`src/rtl/satcnt_pkg.sv`:
```
package satcnt_pkg;

    // Decision phase of the step logic
    typedef enum logic {
        PH_RUN  = 1'b0,   // count below limit: advance
        PH_PARK = 1'b1    // count at or above limit: hold
    } phase_e;

endpackage

```
`src/rtl/satcnt_dreg.sv`:
```
module satcnt_dreg #(
    parameter int WIDTH = 3
) (
    input  logic             clk,
    input  logic             rst,
    input  logic [WIDTH-1:0] d,
    output logic [WIDTH-1:0] q
);

    localparam logic [WIDTH-1:0] RST_VAL = '0;

    // Storage element with synchronous active-high reset
    always_ff @(posedge clk) begin
        if (rst) q <= RST_VAL;
        else     q <= d;
    end

endmodule

```
`src/rtl/satcnt_step.sv`:
```
module satcnt_step
    import satcnt_pkg::*;
#(
    parameter int WIDTH = 3
) (
    input  logic [WIDTH-1:0] cur,
    input  logic [WIDTH-1:0] lim,
    output logic [WIDTH-1:0] nxt,
    output phase_e           phase
);

    localparam logic [WIDTH-1:0] ONE = WIDTH'(1);

    // Classify the present situation
    always_comb begin
        phase = (cur < lim) ? PH_RUN : PH_PARK;
    end

    // Next value selected by phase
    always_comb begin
        unique case (phase)
            PH_RUN:  nxt = cur + ONE;
            PH_PARK: nxt = cur;
            default: nxt = cur;
        endcase
    end

    // Advancing is only chosen when it cannot overflow
    always_comb begin
        if (phase == PH_RUN) begin
            a_r6_step_no_wrap: assert (nxt != '0);
        end
    end

endmodule

```
`src/rtl/satcnt.sv`:
```
module satcnt
    import satcnt_pkg::*;
#(
    parameter int WIDTH = 3
) (
    input  logic             clk,
    input  logic             rst,
    input  logic [WIDTH-1:0] limit,
    output logic [WIDTH-1:0] count
);

    localparam logic [WIDTH-1:0] ALL_ONES = '1;
    localparam logic [WIDTH-1:0] ONE      = WIDTH'(1);

    logic [WIDTH-1:0] count_next;
    phase_e           phase;

    satcnt_step #(.WIDTH(WIDTH)) u_step (
        .cur   (count),
        .lim   (limit),
        .nxt   (count_next),
        .phase (phase)
    );

    satcnt_dreg #(.WIDTH(WIDTH)) u_reg (
        .clk (clk),
        .rst (rst),
        .d   (count_next),
        .q   (count)
    );

    // below the limit the count advances by exactly one
    a_r2_advance: assert property (@(posedge clk) disable iff (rst)
        (count < limit) |=> (count == $past(count) + ONE));

    // at the limit the count holds
    a_r3_hold_at_limit: assert property (@(posedge clk) disable iff (rst)
        (count == limit) |=> $stable(count));

    // a limit below the count never moves it
    a_r4_no_wrap_down: assert property (@(posedge clk) disable iff (rst)
        (limit < count) |=> $stable(count));

    // a zero limit keeps the count at zero
    a_r5_zero_limit: assert property (@(posedge clk) disable iff (rst)
        (limit == '0 && count == '0) |=> (count == '0));

    // the all-ones value is never exceeded
    a_r6_no_overflow: assert property (@(posedge clk) disable iff (rst)
        (count == ALL_ONES) |=> (count == ALL_ONES));

endmodule

```
`config.mk`:
```
export PLATFORM = sky130hd
export DESIGN_NAME = satcnt
export DESIGN_NICKNAME = d
export VERILOG_FILES = /design/src/rtl/satcnt_pkg.sv /design/src/rtl/satcnt_dreg.sv /design/src/rtl/satcnt_step.sv /design/src/rtl/satcnt.sv
export SDC_FILE = /design/constraint.sdc
export NUM_CORES = 1
export LEC_CHECK = 0
export BUFFER_PORTS_ARGS = -buffer_cell sky130_fd_sc_hd__buf_4
export CORE_AREA = 3 3 40 42
export DETAILED_ROUTE_END_ITERATION = 12
export DIE_AREA = 0 0 43 45
export GPL_ROUTABILITY_DRIVEN = 0
export PLACE_DENSITY = 0.39
export SYNTH_ARGS = -nofsm -noshare
export SYNTH_HDL_FRONTEND = slang
export SYNTH_SLANG_ARGS = --single-unit
```
`constraint.sdc`:
```
create_clock -name clk -period 1.5 [get_ports clk]
set_input_delay 0.3 -clock clk [delete_from_list [all_inputs] [get_ports clk]]
set_output_delay 0.3 -clock clk [all_outputs]
set_load 0.05 [all_outputs]
```
==> impl_results.md <==
- CTS tree: built
- Clk buf depth: 2
- Remaining DRCs: 0
- Sequential fraction of the synthesis area: 33.6%
- Reg power frac: 25.4%
- PortBufs: 7
- Max Clock Skew: 0.000766 ns
- Met3 Wirelength: 55 µm
- Critical Path Start Type: flop
- CTS sink count: 3
- Global-route wire length before repair: 703 µm
- Clock root buffer: clkbuf_4
- Die ar.: 0.00194 mm²
- RSZ-0062 raised after global routing: no
- Static leakage power: 0.142 nW
- Run status: completed
- PwrDens: 2040 mW/mm²
- Post-route minimum period: 1.26 ns
- Core area: 0.00128 mm²
- Max Used Layer: met3
- Clock Power Share: 24.6%
- Share of cells above drive strength 1: 43.3%
- Setup tns final: 0 ns
- Grt total ovfl: 0
- Max reg flops: 3
- CP Class: flop to flop
- Power, Total: 566 µW
- Leading registers by flop count: u_reg.q (3)
- Cells after synthesis: 19
- Biggest register: u_reg.q
- Critical path data required time: 1.62 ns
- #FFs+latches synth: 3
- Slew Viols, Final: 0
- Yosys warning count: 0
- Chip width: 43 µm
- Initial drt markers: 7
- Final setup viols: 0
- Final period util: 84.1%
- Die Ht: 45 µm
- Worst Hold Class: primary input to flop
- Comb power frac: 50.0%
- Initial Util: 13.9%
- Via-to-Cell Ratio: 3.64
- DRT Wirelength: 363 µm
- Slew @ Worst Pin: 0.182 ns
- Pint: 314 µW
- Commonest non-fill, non-tap cell in the layout: buf_4
- Clock transition at path regs: 0.04 ns
- Clock Latency Late Sink: 0.23 ns
- Num CTS Buffers: 3
- DRT Pass-1 Iters: 4
- Post-CTS Setup Inserts: 0
- Routed WL per cell: 8.07 µm
- VDD IR-drop max: 0.000648 V
- Max-slew headroom: 87.8%
- Post-CTS Resized: 0
- Routed via count: 164
- Design area: 278 µm²
- Post-Syn Area per Cell: 9.42 µm²
- H-Tree Depth: 1
- Vias in the first global route: 169
- Synthesized net count: 27
- Initial antenna violation count: 0
- Area of the multi-input gates: 111 µm²
- Sw frac: 44.5%
- CP max FO: 3
- Switching power of the nets: 252 µW
- Final hold violation count: 0
- Commonest non-fill, non-tap cells in the layout: buf_4 (7), nor2_1 (3), ha_1 (3), clkbuf_4 (3)
- # Max-Cap Violations: 0
- Crit. End Element: flop
- Reg area: 61.3 µm²
- All-Layer GR Usage: 5.41%
- Rows: 13
- Area Overhead vs Synth: 55.2%
- Max Clk Rate: 793 MHz
- Antenna viol nets, final: 0
- IO Count: 8
- Antenna cell count: 0
- Hold_buf cts: 0
- Dpl cell area: 251 µm²
- Synth cell types: 11
- Largest net degree at the start of global routing: 5
- Fillers: 148
- WL met2: 129 µm
- Final nets: 39
- Syn Std Cell Area: 179 µm²
- CP arrival: 1.38 ns
- Met1 Wirelength: 177 µm
-- worst max-delay path, stage by stage (launching register included) --
cell and delay [ns]:
dfxtp_2 0.32, ha_1 0.30, nand2_1 0.08, o21ai_2 0.17, mux2i_1 0.22, nor2_1 0.05
-- cells in the mapped netlist --
master    instances  area (µm²)
o211ai_1          1        7.51
a21oi_2           1        8.76
xor2_1            2        17.5
o21ai_2           1        8.76
nand2_1           1        3.75
dfxtp_1           3        60.1
ha_1              3        37.5
nor2_1            3        11.3
inv_1             2        7.51
mux2i_1           1        10.0
nor2b_1           1        6.26
-- path summary, 6_finish.rpt --
path / endpoint / cells past startpoint / slack, ns / start
worst max-delay path: u_reg.q[1]$_SDFFE_PP0N_ / 5 / 0.24 / u_reg.q[2]$_SDFFE_PP0N_
worst min register to register: u_reg.q[2]$_SDFFE_PP0N_ / 2 / 0.52 / u_reg.q[2]$_SDFFE_PP0N_
worst min-delay path: u_reg.q[2]$_SDFFE_PP0N_ / 2 / 0.23 / rst
worst max register to register: u_reg.q[1]$_SDFFE_PP0N_ / 5 / 0.24 / u_reg.q[2]$_SDFFE_PP0N_
-- per-stage QoR --
step / instances / hold slack [ns] / util [%] / setup slack [ns]
global placement: 41 / 0.469 / 19.6 / 0.175
floorplan: 19 / 0.365 / - / 0.0590
global route: 45 / 0.238 / 21.6 / 0.151
CTS: 45 / 0.226 / 21.6 / 0.218
finish: 45 / 0.233 / 21.6 / 0.239
detailed placement: 41 / 0.471 / 19.6 / 0.141
-- power by group through the flow --
stage | Clock, mW | Sequential, mW | Combinational, mW
floorplan | 0 | 0.240 | 0.112
global placement | 0 | 0.144 | 0.280
detailed placement | 0 | 0.146 | 0.287
CTS | 0.147 | 0.146 | 0.289
global route | 0.157 | 0.155 | 0.311
finish | 0.139 | 0.144 | 0.283
-- final cells by class --
class	count	area share [%]
clock buffers	4	9.46
inverters	2	2.70
multi-input cells	14	40.1
flip-flops and latches	3	22.1
well taps	15	6.76
repair buffers	7	18.9
-- logic make-up after synthesis --
logic type | Yosys count | share of synthesized area, %
mux | 1 | 5.59
compound gates | 3 | 14.0
flops | 3 | 33.6
xor+xnor | 2 | 9.79
simple gates | 5 | 11.9
fa+ha+maj | 3 | 21.0
buf+inv | 2 | 4.20
-- layer usage --
metal | global-route usage, % | vias to the layer above
met5 | 0 | -
met4 | 5.42 | 0
met3 | 3.98 | 0
met2 | 6.29 | 8
met1 | 6.01 | 70
li1 | - | 86
Note: power is estimated with default switching activity, not from simulation.
